===== src/rtl/segRingPkg.sv =====
package segRingPkg;

  localparam int RING_N = 6;
  localparam int SEG_N  = RING_N + 1;
  localparam int POS_W  = $clog2(RING_N);

  typedef logic [POS_W-1:0] ringPos_t;

  typedef enum logic [1:0] {
    ST_IDLE  = 2'd0,
    ST_RUN   = 2'd1,
    ST_DRAIN = 2'd2
  } runState_t;

  typedef struct packed {
    logic runEn;
    logic load;
    logic advance;
    logic goIdle;
  } seqStrobe_t;

endpackage


===== src/rtl/segTickGen.sv =====
module segTickGen #(
  parameter int unsigned CLK_HZ  = 50_000_000,
  parameter int unsigned SLOW_MS = 200,
  parameter int unsigned FAST_MS = 100
) (
  input  logic clk,
  input  logic rst,
  input  logic enable,
  input  logic fast,
  output logic tick
);

  localparam longint unsigned SLOW_CNT = (64'(CLK_HZ) * 64'(SLOW_MS)) / 64'd1000;
  localparam longint unsigned FAST_CNT = (64'(CLK_HZ) * 64'(FAST_MS)) / 64'd1000;
  localparam int CNT_W = (SLOW_CNT > 64'd2) ? $clog2(SLOW_CNT) : 1;
  localparam logic [CNT_W-1:0] SLOW_LAST = CNT_W'(SLOW_CNT - 64'd1);
  localparam logic [CNT_W-1:0] FAST_LAST = CNT_W'(FAST_CNT - 64'd1);

  logic [CNT_W-1:0] cnt;
  logic [CNT_W-1:0] lastVal;

  // Limit picked every cycle, so a speed change acts on the next tick.
  always_comb lastVal = fast ? FAST_LAST : SLOW_LAST;

  assign tick = enable && (cnt >= lastVal);

  always_ff @(posedge clk) begin
    if (rst || !enable) cnt <= '0;
    else if (tick)      cnt <= '0;
    else                cnt <= cnt + 1'b1;
  end

endmodule


===== src/rtl/segRingDatapath.sv =====
module segRingDatapath
  import segRingPkg::*;
#(
  parameter int unsigned CLK_HZ  = 50_000_000,
  parameter int unsigned SLOW_MS = 200,
  parameter int unsigned FAST_MS = 100
) (
  input  logic             clk,
  input  logic             rst,
  input  seqStrobe_t       strobe,
  input  logic             dirCw,
  input  logic             fastSel,
  output logic             tick,
  output logic             wrapNext,
  output logic [SEG_N-1:0] seg
);

  localparam ringPos_t LAST_POS = ringPos_t'(RING_N - 1);

  ringPos_t pos;
  ringPos_t nextPos;
  logic [RING_N-1:0] ringLit;

  segTickGen #(
    .CLK_HZ (CLK_HZ),
    .SLOW_MS(SLOW_MS),
    .FAST_MS(FAST_MS)
  ) tick_i (
    .clk   (clk),
    .rst   (rst),
    .enable(strobe.runEn),
    .fast  (fastSel),
    .tick  (tick)
  );

  // Neighbour in the selected direction; position 0 is segment a.
  always_comb begin
    if (dirCw) nextPos = (pos == LAST_POS) ? '0 : pos + 1'b1;
    else       nextPos = (pos == '0) ? LAST_POS : pos - 1'b1;
  end

  assign wrapNext = (nextPos == '0);

  always_ff @(posedge clk) begin
    if (rst || strobe.load || strobe.goIdle) pos <= '0;
    else if (strobe.advance)                 pos <= nextPos;
  end

  for (genvar i = 0; i < RING_N; i++) begin : g_ring
    assign ringLit[i] = strobe.runEn && (pos == ringPos_t'(i));
  end

  assign seg = {!strobe.runEn, ringLit};

endmodule


===== src/rtl/segRingCtrl.sv =====
module segRingCtrl
  import segRingPkg::*;
#(
  parameter int SYNC_STAGES = 2
) (
  input  logic       clk,
  input  logic       rst,
  input  logic       btnN,
  input  logic       tick,
  input  logic       wrapNext,
  output seqStrobe_t strobe
);

  logic [SYNC_STAGES:0] btnPipe;
  logic btnFall;
  runState_t st, stNext;
  logic load, advance, goIdle;

  always_ff @(posedge clk) begin
    if (rst) btnPipe <= '1;
    else     btnPipe <= {btnPipe[SYNC_STAGES-1:0], btnN};
  end

  assign btnFall = btnPipe[SYNC_STAGES] & ~btnPipe[SYNC_STAGES-1];

  always_comb begin
    stNext  = st;
    load    = 1'b0;
    advance = 1'b0;
    goIdle  = 1'b0;
    case (st)
      ST_IDLE: begin
        if (btnFall) begin
          stNext = ST_RUN;
          load   = 1'b1;
        end
      end
      ST_RUN: begin
        if (tick && wrapNext && btnFall) begin
          goIdle = 1'b1;
          stNext = ST_IDLE;
        end else begin
          advance = tick;
          if (btnFall) stNext = ST_DRAIN;
        end
      end
      ST_DRAIN: begin
        // Further presses are ignored while the stop is pending.
        if (tick && wrapNext) begin
          goIdle = 1'b1;
          stNext = ST_IDLE;
        end else begin
          advance = tick;
        end
      end
      default: stNext = ST_IDLE;
    endcase
  end

  always_ff @(posedge clk) begin
    if (rst) st <= ST_IDLE;
    else     st <= stNext;
  end

  always_comb begin
    strobe.runEn   = (st != ST_IDLE);
    strobe.load    = load;
    strobe.advance = advance;
    strobe.goIdle  = goIdle;
  end

endmodule


===== src/rtl/segRingSequencer.sv =====
module segRingSequencer
  import segRingPkg::*;
#(
  parameter int unsigned CLK_HZ      = 50_000_000,
  parameter int unsigned SLOW_MS     = 200,
  parameter int unsigned FAST_MS     = 100,
  parameter int          SYNC_STAGES = 2
) (
  input  logic       clk,
  input  logic       rst,
  input  logic       btnN,
  input  logic       dirCw,
  input  logic       fastSel,
  output logic [6:0] seg
);

  seqStrobe_t strobe;
  logic tick;
  logic wrapNext;

  segRingCtrl #(
    .SYNC_STAGES(SYNC_STAGES)
  ) ctrl_i (
    .clk     (clk),
    .rst     (rst),
    .btnN    (btnN),
    .tick    (tick),
    .wrapNext(wrapNext),
    .strobe  (strobe)
  );

  segRingDatapath #(
    .CLK_HZ (CLK_HZ),
    .SLOW_MS(SLOW_MS),
    .FAST_MS(FAST_MS)
  ) dp_i (
    .clk     (clk),
    .rst     (rst),
    .strobe  (strobe),
    .dirCw   (dirCw),
    .fastSel (fastSel),
    .tick    (tick),
    .wrapNext(wrapNext),
    .seg     (seg)
  );

endmodule


===== config.mk =====
export PLATFORM = sky130hd
export DESIGN_NAME = segRingSequencer
export DESIGN_NICKNAME = d
export VERILOG_FILES = /design/src/rtl/segRingPkg.sv /design/src/rtl/segTickGen.sv /design/src/rtl/segRingDatapath.sv /design/src/rtl/segRingCtrl.sv /design/src/rtl/segRingSequencer.sv
export SDC_FILE = /design/constraint.sdc
export NUM_CORES = 1
export LEC_CHECK = 0
export ABC_AREA = 0
export CAP_MARGIN = 10
export CORE_MARGIN = 10
export CORE_UTILIZATION = 25
export CTS_CLUSTER_DIAMETER = 50
export DETAILED_ROUTE_END_ITERATION = 6
export GPL_TIMING_DRIVEN = 0
export SLEW_MARGIN = 40
export SYNTH_ARGS = -nofsm -noshare
export SYNTH_HDL_FRONTEND = slang
export SYNTH_SLANG_ARGS = --single-unit
export TNS_END_PERCENT = 50

===== constraint.sdc =====
create_clock -name clk -period 2.3 [get_ports clk]
set_input_delay 0.46 -clock clk [delete_from_list [all_inputs] [get_ports clk]]
set_output_delay 0.46 -clock clk [all_outputs]
set_load 0.005 [all_outputs]

== After elaboration in Yosys (flattened, before gate mapping) ==
Cells that the tools add are included.

* Register bits: 32
* Bits in latches: 0
* Bits in writable memories: 0
* Bits in read-only memories: 0
* Input port bits: 5
* Memories kept: 0

* Add/sub/neg operators: 3
* Multipliers: 0
* Div/mod/pow operators: 0
* Order comparisons: 1
* Eq/ne operators: 10
* Shift operators: 0
* Multiplexer cells: 17
* Bitwise operators: 2
* Reductions and logical operators: 19

{| class="wikitable"
|+ Operator list
! operator !! count
|-
| 24-bit by 1-bit adder with 24-bit output, second input constant || 1
|-
| 24-bit >= comparator || 1
|-
| 24-bit 2-to-1 mux || 1
|-
| 1-bit logical AND || 9
|-
| 3-bit 2-to-1 mux || 3
|-
| 2-bit 2-to-1 mux || 4
|-
| 3-bit by 2-bit == test with 1-bit output, second input constant || 2
|-
| 3-bit == test, second input constant || 2
|-
| 3-bit zero test || 2
|-
| 1-bit 2-to-1 mux || 6
|-
| 2-bit case mux with 3 select lines || 1
|-
| 2-bit by 1-bit inequality test with 1-bit output, second input constant || 2
|-
| 1-bit case mux with 2 select lines || 2
|-
| 3-bit by 1-bit adder with 3-bit output, second input constant || 1
|-
| 3-bit by 1-bit == test with 1-bit output, second input constant || 1
|-
| 1-bit logical OR || 3
|-
| 3-bit by 1-bit inequality test with 1-bit output, second input constant || 1
|-
| 3-bit AND reduction || 1
|-
| 3-bit by 1-bit subtractor with 3-bit output, second input constant || 1
|-
| 2-bit by 1-bit == test with 1-bit output, second input constant || 1
|-
| 2-bit == test, second input constant || 1
|-
| 2-bit zero test || 1
|-
| 2-bit nonzero test || 1
|-
| 2-bit OR reduction || 1
|-
| 3 further kinds || 3
|}

== Logic depth before layout (Yosys ltp) ==
* Word-level depth: 9
* Gate-level depth with buffers: 9
* Depth with buffers taken out: 8

== Modules after synthesis ==
From an unflattened synthesis, not the netlist that was laid out.

* Cell total of the unflattened synthesis: 229
* Area, all modules: 2,065.7 um^2

{| class="wikitable"
|+ By module, submodules not included
! module !! times used !! cells each !! area each (um^2) !! sequential area each (um^2)
|-
| segTickGen || 1 || 154 || 1,417.6 || 480.5
|-
| segRingCtrl || 1 || 36 || 332.8 || 100.1
|-
| segRingDatapath || 1 || 39 || 315.3 || 60.1
|}

== Worst setup path before layout ==
Ideal clock, no wire load.

* Path type: register -> register
* From: register dp_i.pos[2]
* To: register dp_i.pos[2]
* Setup time: 124 ps
* Data arrival time: 2,015 ps
* Slack: 161 ps
* Stages on the path, launching flop included: 10
* Buffers on the path: 1
* Cells stage by stage: dfxtp_1 > clkbuf_1 > inv_1 > ha_1 > mux2_4 > a41oi_2 > o31ai_2 > a31oi_2 > mux2i_1 > nor2_1

* Cells in the longest elaborated chain, start to end: 9
* Elaborated cells between the ends (all ways): 17
* Classes of those cells: add/sub (2); eq/ne (1); mux (9); reduce/logical (5)

{| class="wikitable"
|+ RTL lines
! item !! RTL line !! RTL
|-
| from (decl) || segRingDatapath.sv:20 || <nowiki>ringPos_t pos;</nowiki>
|-
| from (signal assigned) || segRingDatapath.sv:46 || <nowiki>else if (strobe.advance) pos <= nextPos;</nowiki>
|-
| 3-bit by 1-bit subtractor with 3-bit output, or another cell as far along || segRingDatapath.sv:39 || <nowiki>else nextPos = (pos == '0) ? LAST_POS : pos - 1'b1;</nowiki>
|-
| 3-bit 2-to-1 mux (on tied branches) || segRingDatapath.sv:39, segRingDatapath.sv:38 ||
|-
| 3-bit 2-to-1 mux (*) || segRingDatapath.sv:38 || <nowiki>if (dirCw) nextPos = (pos == LAST_POS) ? '0 : pos + 1'b1;</nowiki>
|-
| 3-bit zero test || segRingDatapath.sv:42 || <nowiki>assign wrapNext = (nextPos == '0);</nowiki>
|-
| 1-bit logical AND || segRingCtrl.sv:39, segRingCtrl.sv:49 ||
|-
| 1-bit logical AND || segRingCtrl.sv:39 || <nowiki>if (tick && wrapNext && btnFall) begin</nowiki>
|-
| 1-bit 2-to-1 mux || segRingCtrl.sv:39 ||
|-
| 1-bit case mux with 2 select lines || segRingCtrl.sv:31 || <nowiki>case (st)</nowiki>
|-
| 1-bit logical OR || segRingDatapath.sv:45 || <nowiki>if (rst || strobe.load || strobe.goIdle) pos <= '0;</nowiki>
|}

Mark *: on every way between the ends. The rest lies on a longest branch, timed or not.
A chain may end at the register's enable or synchronous reset.

== Final worst setup path ==
* From: register ctrl_i.st[1]
* To: output seg[2]

* Cells in the longest elaborated chain, start to end: 2

{| class="wikitable"
|+ RTL lines
! item !! RTL line !! RTL
|-
| from (decl) || segRingCtrl.sv:16 || <nowiki>runState_t st, stNext;</nowiki>
|-
| from (signal assigned) || segRingCtrl.sv:62 || <nowiki>else st <= stNext;</nowiki>
|-
| 2-bit nonzero test || segRingCtrl.sv:66 || <nowiki>strobe.runEn = (st != ST_IDLE);</nowiki>
|-
| 1-bit logical AND || segRingDatapath.sv:50 || <nowiki>assign ringLit[i] = strobe.runEn && (pos == ringPos_t'(i));</nowiki>
|-
| to (decl) || segRingSequencer.sv:14 || <nowiki>output logic [6:0] seg</nowiki>
|}

Every way passes these cells.

==> results.yml <==
power:
  clockPowerShare: 0.441
  peakVddDrop_mv: 0.277
  p_total_mw: 1.20
  switching_share: 0.230
  seq_power_share: 0.475
  power.density_cell_area_nw_per_um2: 496
  total_switching_power_mw: 0.277
  p_leak_nw: 0.881
  cellInternalPower_mw: 0.927
  power_frac_comb: 0.084
synthesis:
  synth-seq-cells: 32
  syn_area_sq_um: 2020
  synth_top_cell_by_area: "dfxtp_1"
  synthesis.instances: 236
  post_synth_num_cell_types: 49
  edff_count_synth: 0
  synth_top_area_frac: 0.317
  synth-async-reset-ratio: 0
  ys.flop_type: "dfxtp_1"
  post_synth.cell_area_avg_sq_um: 8.55
  synth.yosys.warnings: 0
  yosysSeqAreaShare: 0.317
  ys_top_cells_by_area: "dfxtp_1, ha_1, nor2_1, xor2_1, nand2_1"
  postSynthNetCount: 259
clocking:
  clock-root-buffer: "clkbuf_8"
  cts_inserted_buffers: 5
  clock_latency_reported_for_the_late_side_of_the_worst_skew_pair_ns: 0.29
  htreeDepth: 2
  clock_pin_slew_on_the_worst_setup_and_hold_paths_ns: 0.07
  clock-sinks: 32
  clock_path_buffers: 2
  post-cts-setup-buffer-count: 0
  cts_tree: "built"
layout:
  syn2layout_area_growth_pct: 20.3
  diodes: 0
  layout_commonest_cell: "nor2_1"
  final_cell_area_sq_um: 2430
  design.final.nets: 274
  layout_common_cells: "nor2_1, dfxtp_1, nand2_1, xor2_1, ha_1"
  layout-drive-gt1-share: 0.151
routing:
  drtAntennaViolNets: 0
  dr.pass1.iters: 4
  drt_iter0_drc: 62
  wl_per_cell_microns: 11.3
  detail_route.wirelength_microns: 3990
  vias_per_cell: 4.58
  post-route-drc-count: 0
  num_vias: 1621
worst_setup_path:
  critical_path_arrival_ns: 1.72
  critPathMaxFanout: 14
  cpPeakStageDelay_ns: 0.54
  worst-path-buf-inv: 2
  critical_path.startpoint_type: "flop"
  timing.critical_path.slowest_stage_cell: "clkdlybuf4s50_1"
  worst_r2r_path_depth: 9
  r2r_setup_slack_ns: 0.15
  setup.worst_path.end_class: "primary output"
  timing.critical_path.from: "ctrl_i.st[1]"
  rr_startpoint: "dp_i.pos[0]"
  required_ns: 1.84
  timing.rr.end: "dp_i.pos[2]"
  timing.critical_path.max_delay_family: "buffers and inverters"
  critical_path_class: "flop to primary output"
  critical_path_cell_list: "inv_1 -> ha_4 -> nor4_2 -> clkdlybuf4s50_1"
worst_hold_path:
  holdPathEnd: "ctrl_i.btnPipe[1]"
  worst_hold_path.num_cells: 1
  worstHoldPathType: "flop to flop"
  hold_path.startpoint: "ctrl_i.btnPipe[0]"
die:
  top_level_ports: 12
  die_x_microns: 110
  initial_utilization: 0.258
  die_area_sq_um: 12100
  row_count: 32
  fp.coreArea_sq_um: 7810
  dieHeight_microns: 110
global_route:
  grt_first_pass_wirelength_microns: 7090
  number_of_global_route_vias_before_repair: 1584
  grt_max_degree: 15
  gr-usage-all-layers: 0.0699
  grt_remaining_overflow: 0
  antenna_found_initial: 0
sta:
  layout_setup_ws_ns: 0.118
  worst_slew_pin_slew_ns: 0.545
  max_freq_ghz: 0.458
  worst_clock_skew_ns: 0.00474
  max-slew-margin-rel: 0.635
  layout_worst_path_cycle_share: 0.948
  finalCriticalPeriod_ns: 2.18
  unrepaired_setup_endpoints_after_global_routing: "true"
  setup_viol: 0
  timing_max_transition_violations_final: 0
  timing.final.hold_violations: 0
placed_design:
  detailedPlace.worstSlack_ns: -0.824
  finalWeightedCongestion: 0.814
  post_dp_cell_area_sq_um: 2250
  detailed_place_hpwl_microns: 2950
  place.port_buffers: 10
run_status:
  run_status: "completed"
flow_run:
  drv_cap: 0
## worst register-to-register path: cells and delay by family (launching register included)
family	cells	cell delay (ns)
AO/OA/AOI/OAI	3	0.59
adder cells (fa/ha/maj)	1	0.27
buffers and inverters	1	0.14
flip-flops	1	0.35
multiplexers	2	0.48
AND/OR/NAND/NOR	2	0.19
## what timing repair did
action                     in CTS  in global routing
hold buffers                    0                  0
setup endpoints to repair      35                 31
pin swaps                       0                  3
gates cloned                    0                  0
resized for setup               8                 28
hold endpoints to repair        0                  0
## flip-flops by register name, summed over array words and instances, names as in the netlist
register	cells
dp_i.tick_i.cnt	24
dp_i.pos	3
ctrl_i.btnPipe	3
ctrl_i.st	2
## kinds of logic after synthesis
logic type | count (synthesis) | share of synthesized area
mux | 5 | 0.0273
buf+inv | 16 | 0.0372
compound gates | 35 | 0.141
xor+xnor | 22 | 0.0955
simple gates | 108 | 0.270
flops | 32 | 0.317
fa+ha+maj | 18 | 0.112
## cell usage after synthesis (all sizes together), types with 2 or more instances
library cell,instances
and4,3
xnor2,5
a21oi,6
a31oi,3
and3,4
nor2b,5
xor2,17
buf,6
nor2,40
or2,4
nor4b,2
mux2i,4
nand3,10
o21ai,9
nand4b,4
inv,7
o211ai,3
nand4,6
and2,6
nand2,17
dfxtp,32
a311oi,2
o21a,2
clkbuf,3
a21o,2
ha,18
nor3,4
## power groups by stage
stage / clock network (mW) / logic, mW / registers, mW
after floorplan: 0 / 0.0690 / 0.576
after global routing: 0.571 / 0.116 / 0.573
after global placement: 0 / 0.0993 / 0.576
final: 0.531 / 0.101 / 0.572
after CTS: 0.545 / 0.103 / 0.564
after detailed placement: 0 / 0.0996 / 0.576
## worst max path at each step
stage                           to  depth (start not counted)  slack, ns
2_1_floorplan          dp_i.pos[2]                          9       0.16
3_3_place_gp           dp_i.pos[2]                          9      -0.79
3_5_place_dp           dp_i.pos[2]                          9      -0.82
4_1_cts        dp_i.tick_i.cnt[23]                          9      0.001
5_1_grt               ctrl_i.st[1]                          9      -0.04
6_report                    seg[2]                          4       0.12
## routing by layer
layer / vias up / GRT usage / wire [microns]
met5: - / 0 / 0
met4: 0 / 0.0167 / 31
met3: 5 / 0.0222 / 176
met2: 17 / 0.110 / 1740
met1: 744 / 0.0905 / 2040
li1: 855 / - / -
## stage by stage
stage	setup TNS [ns]	util	hold WS (ns)	cells
finish	0	0.311	0.418	354
global route	-0.0642	0.311	0.432	354
CTS	0	0.303	0.424	355
detailed placement	-21.60	0.288	0.405	348
global placement	-21.26	0.288	0.397	348
floorplan	0	-	0.389	236
## final cells by class
| cell class | instances | area, sq um |
|---|---|---|
| fill | 836 | 5380 |
| multi-input combinational | 188 | 1360 |
| sequential | 32 | 643 |
| tap | 102 | 128 |
| timing repair buffer | 10 | 100 |
| clock buffer | 6 | 72.6 |
| buffer | 7 | 60.1 |
| clock inverter | 2 | 35.0 |
| inverter | 7 | 26.3 |
Note: power is estimated with default switching activity, not from simulation.
